<file path="config.mk">
export PLATFORM = sky130hd
export DESIGN_NAME = rq_encoder
export DESIGN_NICKNAME = d
export VERILOG_FILES = /design/src/rtl/rq_pkg.sv /design/src/rtl/rq_fold_stage.sv /design/src/rtl/rq_final_correct.sv /design/src/rtl/rq_encoder_core.sv /design/src/rtl/rq_encoder.sv
export SDC_FILE = /design/constraint.sdc
export NUM_CORES = 1
export LEC_CHECK = 0
export BUFFER_PORTS_ARGS = -buffer_cell sky130_fd_sc_hd__buf_2
export CORE_UTILIZATION = 45
export CTS_BUF_LIST = sky130_fd_sc_hd__clkbuf_16
export DETAILED_ROUTE_END_ITERATION = 12
export PLACE_DENSITY = 0.74
export SETUP_SLACK_MARGIN = 0.02
export SLEW_MARGIN = 20
export SYNTH_ARGS = -nofsm -noshare
export SYNTH_HDL_FRONTEND = slang
export SYNTH_SLANG_ARGS = --single-unit
</file>
<file path="constraint.sdc">
create_clock -name clk -period 3.8 [get_ports clk]
set_clock_uncertainty 0.05 [all_clocks]
set_input_delay 0.19 -clock clk [delete_from_list [all_inputs] [get_ports clk]]
set_output_delay 0.19 -clock clk [all_outputs]
set_load 0.005 [all_outputs]
</file>
<file path="src/rtl/rq_pkg.sv">
// Shared helpers for the residue-quotient encoder.
// Assumes the modulus exponent is at least 2 and below the data width.
package rq_pkg;

    // Number of split-and-add folds needed so the running sum ends below 2m.
    function automatic int fold_count(input int data_w, input int mod_k);
        longint bound;
        longint modv;
        int     n;
        modv  = (longint'(1) << mod_k) - 1;
        bound = (longint'(1) << data_w) - 1;
        bound = modv + (bound >> mod_k);
        n     = 1;
        while (bound >= 2 * modv && n < 32) begin
            bound = modv + (bound >> mod_k);
            n++;
        end
        return n;
    endfunction

    // Quotient width that holds floor((2^data_w - 1) / (2^mod_k - 1)).
    function automatic int quo_width(input int data_w, input int mod_k);
        return data_w - mod_k + 1;
    endfunction

endpackage

</file>
<file path="src/rtl/rq_fold_stage.sv">
// One split-and-add fold: the value is cut at bit MOD_K, the high slice is
// added back onto the low slice (since 2^k = m + 1) and also into the quotient.
// Assumes the value never grows, so the output keeps the input width.
module rq_fold_stage #(
    parameter int DATA_W = 12,
    parameter int MOD_K  = 6,
    parameter int QUO_W  = DATA_W - MOD_K + 1
) (
    input  logic [DATA_W-1:0] val_i,
    input  logic [QUO_W-1:0]  quo_i,
    output logic [DATA_W-1:0] val_o,
    output logic [QUO_W-1:0]  quo_o
);
    localparam int HI_W = DATA_W - MOD_K;

    logic [MOD_K-1:0] lo_slice;
    logic [HI_W-1:0]  hi_slice;

    // Split the value and fold the high slice into both running terms.
    always_comb begin
        lo_slice = val_i[MOD_K-1:0];
        hi_slice = val_i[DATA_W-1:MOD_K];
        val_o    = {{HI_W{1'b0}}, lo_slice} + {{MOD_K{1'b0}}, hi_slice};
        quo_o    = quo_i + {{(QUO_W-HI_W){1'b0}}, hi_slice};
    end
endmodule

</file>
<file path="src/rtl/rq_final_correct.sv">
// Final correction: once the running sum is below 2m, one compare against m
// decides whether m is taken off the residue and one added to the quotient.
module rq_final_correct #(
    parameter int DATA_W = 12,
    parameter int MOD_K  = 6,
    parameter int QUO_W  = DATA_W - MOD_K + 1
) (
    input  logic [DATA_W-1:0] val_i,
    input  logic [QUO_W-1:0]  quo_i,
    output logic [MOD_K-1:0]  res_o,
    output logic [QUO_W-1:0]  quo_o
);
    localparam logic [DATA_W-1:0] MOD_W = {{(DATA_W-MOD_K){1'b0}}, {MOD_K{1'b1}}};

    logic              reached;
    logic [DATA_W-1:0] trimmed;

    // Compare against m and apply at most one subtraction.
    always_comb begin
        reached = (val_i >= MOD_W);
        trimmed = reached ? (val_i - MOD_W) : val_i;
        res_o   = trimmed[MOD_K-1:0];
        quo_o   = quo_i + {{(QUO_W-1){1'b0}}, reached};
    end
endmodule

</file>
<file path="src/rtl/rq_encoder_core.sv">
// Combinational residue-quotient core: a generated chain of fold stages
// followed by one correction step. The chain length comes from the widths.
module rq_encoder_core #(
    parameter int DATA_W = 12,
    parameter int MOD_K  = 6,
    parameter int QUO_W  = DATA_W - MOD_K + 1
) (
    input  logic [DATA_W-1:0] data_i,
    output logic [MOD_K-1:0]  res_o,
    output logic [QUO_W-1:0]  quo_o
);
    localparam int NUM_FOLDS = rq_pkg::fold_count(DATA_W, MOD_K);

    logic [DATA_W-1:0] val_chain [NUM_FOLDS+1];
    logic [QUO_W-1:0]  quo_chain [NUM_FOLDS+1];

    // Seed the chain with the raw word and an empty quotient.
    always_comb begin
        val_chain[0] = data_i;
        quo_chain[0] = '0;
    end

    for (genvar g = 0; g < NUM_FOLDS; g++) begin : g_fold
        rq_fold_stage #(
            .DATA_W (DATA_W),
            .MOD_K  (MOD_K),
            .QUO_W  (QUO_W)
        ) u_fold (
            .val_i (val_chain[g]),
            .quo_i (quo_chain[g]),
            .val_o (val_chain[g+1]),
            .quo_o (quo_chain[g+1])
        );
    end

    rq_final_correct #(
        .DATA_W (DATA_W),
        .MOD_K  (MOD_K),
        .QUO_W  (QUO_W)
    ) u_correct (
        .val_i (val_chain[NUM_FOLDS]),
        .quo_i (quo_chain[NUM_FOLDS]),
        .res_o (res_o),
        .quo_o (quo_o)
    );
endmodule

</file>
<file path="src/rtl/rq_encoder.sv">
// Top of the residue-quotient encoder for modulus 2^MOD_K - 1.
// REGISTERED = 1 puts one register stage with a valid strobe after the core;
// REGISTERED = 0 passes the core result and the strobe straight through.
// Assumes 2 <= MOD_K < DATA_W and unsigned input words.
module rq_encoder #(
    parameter int DATA_W     = 12,
    parameter int MOD_K      = 6,
    parameter bit REGISTERED = 1'b1
) (
    input  logic                          clk,
    input  logic                          rst_n,
    input  logic                          in_valid,
    input  logic [DATA_W-1:0]             in_data,
    output logic                          out_valid,
    output logic [MOD_K-1:0]              out_res,
    output logic [DATA_W-MOD_K:0]         out_quo
);
    localparam int QUO_W   = rq_pkg::quo_width(DATA_W, MOD_K);
    localparam int MOD_INT = (1 << MOD_K) - 1;

    logic [MOD_K-1:0] core_res;
    logic [QUO_W-1:0] core_quo;

    rq_encoder_core #(
        .DATA_W (DATA_W),
        .MOD_K  (MOD_K),
        .QUO_W  (QUO_W)
    ) u_core (
        .data_i (in_data),
        .res_o  (core_res),
        .quo_o  (core_quo)
    );

    if (REGISTERED) begin : g_reg
        // Capture the code pair and strobe; clear all of it under reset.
        always_ff @(posedge clk) begin
            if (!rst_n) begin
                out_valid <= 1'b0;
                out_res   <= '0;
                out_quo   <= '0;
            end else begin
                out_valid <= in_valid;
                if (in_valid) begin
                    out_res <= core_res;
                    out_quo <= core_quo;
                end
            end
        end

        a_r1_res_below_mod: assert property (@(posedge clk) disable iff (!rst_n)
            out_valid |-> (int'(out_res) < MOD_INT));

        a_r2_identity: assert property (@(posedge clk) disable iff (!rst_n)
            in_valid |=> (int'(out_quo) * MOD_INT + int'(out_res) == int'($past(in_data))));

        a_r3_exact_mod: assert property (@(posedge clk) disable iff (!rst_n)
            (in_valid && int'(in_data) == MOD_INT) |=> (out_res == '0 && int'(out_quo) == 1));

        a_r7_valid_follows: assert property (@(posedge clk) disable iff (!rst_n)
            in_valid |=> out_valid);

        a_r7_valid_drops: assert property (@(posedge clk) disable iff (!rst_n)
            !in_valid |=> !out_valid);

        a_r9_hold_when_idle: assert property (@(posedge clk) disable iff (!rst_n)
            !in_valid |=> ($stable(out_res) && $stable(out_quo)));
    end else begin : g_comb
        // Pass the core result and the strobe through without delay.
        always_comb begin
            out_valid = in_valid;
            out_res   = core_res;
            out_quo   = core_quo;
        end

        a_r1_res_below_mod: assert property (@(posedge clk) disable iff (!rst_n)
            in_valid |-> (int'(out_res) < MOD_INT));

        a_r2_identity: assert property (@(posedge clk) disable iff (!rst_n)
            in_valid |-> (int'(out_quo) * MOD_INT + int'(out_res) == int'(in_data)));
    end
endmodule

</file>
* Yosys cells after proc, flatten, opt, wreduce, memory -nomap -nowiden
Index checks and enable logic that the tools add are counted.
Operators by class: mux-type cells 1, add/subtract/negate cells 5, order comparisons 1
Operator list (count):
- adder 6 x 6 -> 7 bit | 2
- adder 6 x 1 -> 7 bit | 1
- adder 7 x 1 -> 7 bit | 1
- greater-or-equal comparator 7 x 6 -> 1 bit, second input constant | 1
- 2-to-1 mux 6 bit | 1
- subtractor 6 bit, second input constant | 1
Word-level totals: input bits 15, logic and storage cells 10, output and inout port bits 14, register bits 14

* Logic depth before layout (Yosys ltp)
Gate-level depths: netlist of run 1.
depth after elaboration 4, depth in mapped cells 20, mapped depth without buffers 20

* Hierarchy
A second synthesis of run 1 with hierarchy kept.
Unflattened totals: cells, all modules 214, area total of the unflattened synthesis 1901.8 um2
Modules (own cells, without submodules):
- rq_fold_stage at u_core.g_fold[1].u_fold | sequential area each 0.0 um2, instances 1, area an instance 536.8 um2, cells each 66
- rq_encoder | sequential area each 280.3 um2, instances 1, area an instance 534.3 um2, cells each 44
- rq_fold_stage at u_core.g_fold[0].u_fold | sequential area each 0.0 um2, instances 1, area an instance 533.0 um2, cells each 66
- rq_final_correct | sequential area each 0.0 um2, instances 1, area an instance 294.0 um2, cells each 37
- rq_encoder_core | sequential area each 0.0 um2, instances 1, area an instance 3.8 um2, cells each 1

* Least setup slack after synthesis of run 1
No wires, ideal clock.
path type input to register, from in in_data[0], to reg out_quo[4], stages 19, setup time 86 ps, arrival 3491 ps, slack 174 ps, buffers on the path 0, path through ha_1 > fa_1 > nand3_1 > a21oi_1 > o21ai_0 > nand2b_1 > ha_1 > ha_1 > ha_1 > a21oi_1 > nor3_1 > a32oi_2 > nand2b_1 > fa_1 > inv_1 > ha_1 > nand3_1 > xor2_1 > a211oi_1
Between the ends: word-level cells in the longest chain between the ends 4, elaborated cells between the ends (all ways) 5, classes of those cells add/sub (4); order compare (1)
Ends and longest elaborated chain:
- start, declared | RTL line rq_encoder.sv:13 | input logic [DATA_W-1:0] in_data,
- adder 6 x 6 -> 7 bit (*) | RTL line rq_fold_stage.sv:23 | val_o = {{HI_W{1'b0}}, lo_slice} + {{MOD_K{1'b0}}, hi_slice};
- adder 6 x 1 -> 7 bit | RTL line rq_fold_stage.sv:23
- greater-or-equal comparator 7 x 6 -> 1 bit | RTL line rq_final_correct.sv:20 | reached = (val_i >= MOD_W);
- adder 7 x 1 -> 7 bit (*) | RTL line rq_final_correct.sv:23 | quo_o = quo_i + {{(QUO_W-1){1'b0}}, reached};
- end signal, assigned | RTL line rq_encoder.sv:45 | out_quo <= core_quo;
- end, declared | RTL line rq_encoder.sv:16 | output logic [DATA_W-MOD_K:0] out_quo
Every way passes the cells marked *; elsewhere a longest branch is shown, timed or not. A chain may end at the register's enable or synchronous reset.

* Worst setup path after layout of run 1
Same ends and word-level chain as after synthesis.

==> flow_summary.ini, run 1 <==
[power]
leakagePower_nw = 0.6386
irDropWorstVdd_mv = 0.3681
pwr_density_cell_mw_per_mm2 = 413.3

[sta]
maxSlewViolCount = 0
worst_slack_ps = 266.1
worstMarginPinSlew_ps = 366.7
period_share_pct = 93.00
fmax_mhz = 283.0
period_minus_slack_ps = 3534
slew_headroom_pct = 75.56
holdWs_ps = 195.1
setup_viol = 0
final-hold-violation-count = 0

[floorplan]
initial_core_util_pct = 47.34
core.rowCount = 17
ios = 29
die_x_um = 50.01
die-area_mm2 = 0.002501
fp.dieH_um = 50.01
core-area_mm2 = 0.002191

[drt]
drt_wl_total_um = 2248
wl_per_cell_um = 12.63
via_per_inst = 5.292
first_pass_iters = 4
ant_nets = 0
drcViolationCount = 0
via_count = 942
dr.first_iter.drc_count = 16

[logic_synthesis]
synth_seq_area_share_pct = 27.02
yosysUniqueCellTypes = 38
syn_avg_cell_area_um2 = 8.942
ys_ff_latch = 14
synth_ff_type = dfxtp_1
synth_area_mm2 = 0.001037
synthArstFlopShare_pct = 0
ys_top_cells_by_count = dfxtp_1 (14), nor2_1 (12), ha_1 (10)
syn-num-nets = 143
synth_edf_count = 0
yosysWarnings = 0
synthTopCellsByArea = dfxtp_1 (27%), ha_1 (12%), xor2_1 (5.1%)
synthesis.instances = 116
yosysMostFrequentCell = dfxtp_1
synth_top_area_share_pct = 27.02
synth_top_area_cell = dfxtp_1

[layout]
syn_to_final_growth_pct = 27.86
nNetsFinal = 178
nFillCells = 190
n_antenna_cell = 0
drive_gt1_share_pct = 30.00

[worst_setup_path]
arrival_ps = 3640
cp-end-kind = flop
crit_type = in -> reg
startpoint_type = input pin
worstPathMaxFanout = 2
crit_required_ps = 3900

[grt]
grt_use_total_pct = 18.46
grt_pass1_vias = 870
grt_max_degree = 22
globalRouteOverflowTotal = 0
grt_pass1_wl_um = 3629
grt_antenna_before_repair = 0

[cts]
post_cts_resized = 0
cts_tree = done
cts_buffers = 3
clock_insertion_delay_worst_skew_ps = 240
path_clk_slew_ps = 50
ctsHoldBuffers = 0
cts_buffer_depth = 2
cts_root_buffer = clkbuf_16
cts.sinks = 14
cts_setup_buffers = 0
htree_levels = 1

[place]
place_congestion = 0.8771
dp_hpwl_um = 1801
post-place-ws_ps = -106.4
portBuffers = 28

[job]
cap_violations = 0

[outcome]
status = finished clean

[worst_hold_path]
holdCritPathClass = in -> reg
[per-stage QoR]
stage	instance area, µm²	util [%]	total power [mW]	std cells	TNS, ps
CTS	1314	59.97	0.5471	178	0
detailed placement	1235	56.37	0.3494	174	-209.8
finish	1326	60.54	0.5482	178	0
global route	1326	60.54	0.5811	178	-29.26
floorplan	1037	-	0.2936	116	0
global placement	1235	56.37	0.3461	174	-28.15
[report_power, final]
part	internal (mW)	switching, mW	leakage, nW
Combinational	0.0873	0.0956	0.484
Sequential	0.163	0.00699	0.116
Clock	0.139	0.0570	0.0385
[state kept, by name, indices dropped and copies added, names as in the netlist]
name / flops
out_res: 6
out_valid: 1
out_quo: 7
[worst max-delay path, cell delays in order]
cell and delay (ps):
buf_2 100, ha_1 220, fa_2 360, nand3_1 110
a21oi_1 80, o21ai_1 130, nand2b_1 90, ha_1 210
ha_1 300, ha_1 180, a21oi_1 60, nor3_2 140
a32oi_2 140, nand2b_1 180, fa_1 370, inv_1 80
ha_1 160, nand3_1 120, xor2_1 180, a211oi_2 240
[worst paths after layout]
path,endpoint,start,cells past startpoint,slack [ps]
hold reg to reg,out_res[4]$_SDFFE_PN0P_,out_res[4]$_SDFFE_PN0P_,1,420
hold / removal,out_res[1]$_SDFFE_PN0P_,rst_n,3,200
setup reg to reg,out_quo[5]$_SDFFE_PN0P_,out_quo[5]$_SDFFE_PN0P_,2,3040
setup / recovery,out_quo[4]$_SDFFE_PN0P_,in_data[0],20,270
[final cells by class]
type                            instances  area [µm²]  share of cell area (%)
Timing Repair Buffer                   34       185.2                   13.96
Tap cell                               28       35.03                   2.642
Sequential cell                        14       280.3                   21.13
Clock inverter                          1       3.754                  0.2830
Inverter                                7       26.28                   1.981
Clock buffer                            3       75.07                   5.660
Multi-Input combinational cell         91       720.7                   54.34
[cell usage in the layout (no fill, tap or decap), drive strengths merged, types with 3 or more instances in the layout]
master	netlist	routed
xor2	6	6
mux2i	3	3
nand2	6	6
a21oi	6	6
dfxtp	14	14
nor2	12	12
ha	10	10
a211oi	5	5
buf	1	34
nand3	6	6
clkbuf	3	3
nand2b	4	4
inv	7	7
and3	4	4
o21ai	3	3
[logic make-up after synthesis]
group | Yosys count | synth area share [%]
compound gates | 25 | 18.34
xor+xnor | 9 | 8.927
fa+ha+maj | 12 | 15.92
buf+inv | 11 | 4.705
flops | 14 | 27.02
mux | 4 | 3.981
simple gates | 41 | 21.11
[layer usage]
metal | global-route usage, % | routed length, µm
met5 | 0 | 0
met4 | 2.857 | 0
met3 | 2.160 | 52
met2 | 33.11 | 1150
met1 | 23.60 | 1045
Note: power is estimated with default switching activity, not from simulation.
==> inputs of run 2 (changes only) <==
- HOLD_SLACK_MARGIN: default -> 0.02
- PLACE_DENSITY: 0.74 -> 0.8
==> flow_summary.ini, run 2 (synthesized netlist as in run 1, its figures left out) <==
[drt]
via_count = 1067
drcViolationCount = 0
wl_per_cell_um = 15.75
drt_wl_total_um = 2914
first_pass_iters = 4
ant_nets = 0
via_per_inst = 5.768
dr.first_iter.drc_count = 30

[worst_setup_path]
arrival_ps = 3710
startpoint_type = input pin
cp-end-kind = flop
crit_type = in -> reg
r2r_start = out_res[3]$_SDFFE_PN0P_
worstPathMaxFanout = 2
crit_required_ps = 3930
cp-startpoint = in_data[0]

[power]
power_frac_clock_pct = 33.8
total_power_uw = 587.3
irDropWorstVdd_mv = 0.2376
combinationalPowerShare_pct = 37.4
pwr_density_cell_mw_per_mm2 = 415.4
internal_power_uw = 408.5
p_sw_uw = 178.7
leakagePower_nw = 0.6710
switching_share_pct = 30.44
pwr-share-seq_pct = 28.8

[layout]
drive_gt1_share_pct = 36.94
syn_to_final_growth_pct = 36.31
regMostFlops = out_quo
nNetsFinal = 185
n_antenna_cell = 0
top_regs = out_quo (7), out_res (6), out_valid (1)
largest_register_ffs = 7
mostFrequentLayoutCell = buf_2
final_cell_mix = buf_2 (28), dfxtp_1 (14), buf_4 (13)

[cts]
ctsHoldBuffers = 0
path_clk_slew_ps = 50
cts_root_buffer = clkbuf_16
clock_insertion_delay_worst_skew_ps = 240
cts.sinks = 14
cts_buffer_depth = 2
cts_tree = done
cts_buffers = 3
htree_levels = 1

[grt]
grt_pass1_wl_um = 4526
top_usage_layer = met2
grt_use_total_pct = 24.44
grt_use_met1_pct = 25.70
grt_antenna_before_repair = 0
gr-usage-met2_pct = 46.67
globalRouteOverflowTotal = 0
grt_max_degree = 22
use_met3_pct = 3.086
grt_pass1_vias = 1012

[sta]
fmax_mhz = 278.9
period_minus_slack_ps = 3586
setup_viol = 0
final-hold-violation-count = 0
worst_slack_ps = 214.0
worstMarginPinSlew_ps = 492.0
maxSlewViolCount = 0
slew_headroom_pct = 67.20
period_share_pct = 94.37

[floorplan]
ios = 29
fp.dieH_um = 50.01
die-area_mm2 = 0.002501
core.rowCount = 17
core-area_mm2 = 0.002191
die_x_um = 50.01
initial_core_util_pct = 47.34

[job]
cap_violations = 0

[place]
post-place-ws_ps = -248.5
portBuffers = 28
place_congestion = 0.8636
dp_hpwl_um = 2031

[outcome]
status = finished clean

[worst_hold_path]
holdCritPathClass = in -> reg
hold_path_startpoint = rst_n
==> run 2: changes by cell type in the layout (fill, tap and decap cells not counted), moves of 2 or more <==
cell,change
buf_4,+7
ha_1,-4
ha_2,+2
ha_4,+2
==> run 2: metal layers <==
metal	vias to the layer above	routed length, µm
met5	-	0
met2	38	1547
met3	6	116
li1	509	-
met1	514	1188
met4	0	61
==> run 2: area by class of cell <==
class                           instances  area, µm²
Fill cell                             170      777.0
Multi-Input combinational cell         91      755.7
Sequential cell                        14      280.3
Timing Repair Buffer                   41      237.7
Clock buffer                            3      75.07
Tap cell                               28      35.03
Inverter                                7      26.28
Clock inverter                          1      3.754
==> run 2: path summary, 6_finish.rpt <==
| kind | end | slack (ps) | cells past startpoint |
|---|---|---|---|
| hold reg to reg | out_res[0]$_SDFFE_PN0P_ | 430 | 2 |
| hold / removal | out_res[5]$_SDFFE_PN0P_ | 180 | 3 |
| setup / recovery | out_quo[6]$_SDFFE_PN0P_ | 210 | 22 |
| setup reg to reg | out_res[3]$_SDFFE_PN0P_ | 3040 | 2 |
==> run 2: timing repair <==
action                                  in CTS  in global routing
setup buffers                                0                  1
pin swaps                                    0                  7
gates cloned                                 0                  0
gates resized for setup                      1                 10
endpoints found under the setup margin       2                  5
==> run 2: critical path: stages <==
cell	delay, ps
buf_2	110
ha_1	220
fa_2	350
nand3_1	100
a21oi_1	90
o21ai_1	190
nand2b_1	110
ha_2	210
ha_4	270
ha_2	180
a21oi_1	50
nor3_2	200
a32oi_2	150
nand2b_4	180
fa_1	380
inv_2	90
ha_4	130
nand3_1	100
buf_4	150
nor2_2	110
a21oi_1	50
nor2_1	100
==> run 2: power by group through the flow <==
stage	registers [mW]	logic, mW	clock network, mW
2_1_floorplan	0.174	0.120	0
3_3_place_gp	0.171	0.186	0
3_5_place_dp	0.172	0.194	0
4_1_cts	0.169	0.198	0.200
5_1_grt	0.170	0.240	0.207
6_report	0.169	0.219	0.199
==> run 2: metrics by stage <==
| stage | TNS, ps | instance area, µm² | instances | utilization [%] | hold WS (ps) |
|---|---|---|---|---|---|
| after floorplan | 0 | 1037 | 116 | - | 274.8 |
| after global placement | 0 | 1280 | 180 | 58.42 | 402.0 |
| after CTS | 0 | 1359 | 184 | 62.02 | 179.6 |
| after global routing | -11.82 | 1414 | 185 | 64.53 | 206.1 |
| after detailed placement | -780.5 | 1280 | 180 | 58.42 | 419.0 |
| final | 0 | 1414 | 185 | 64.53 | 181.3 |
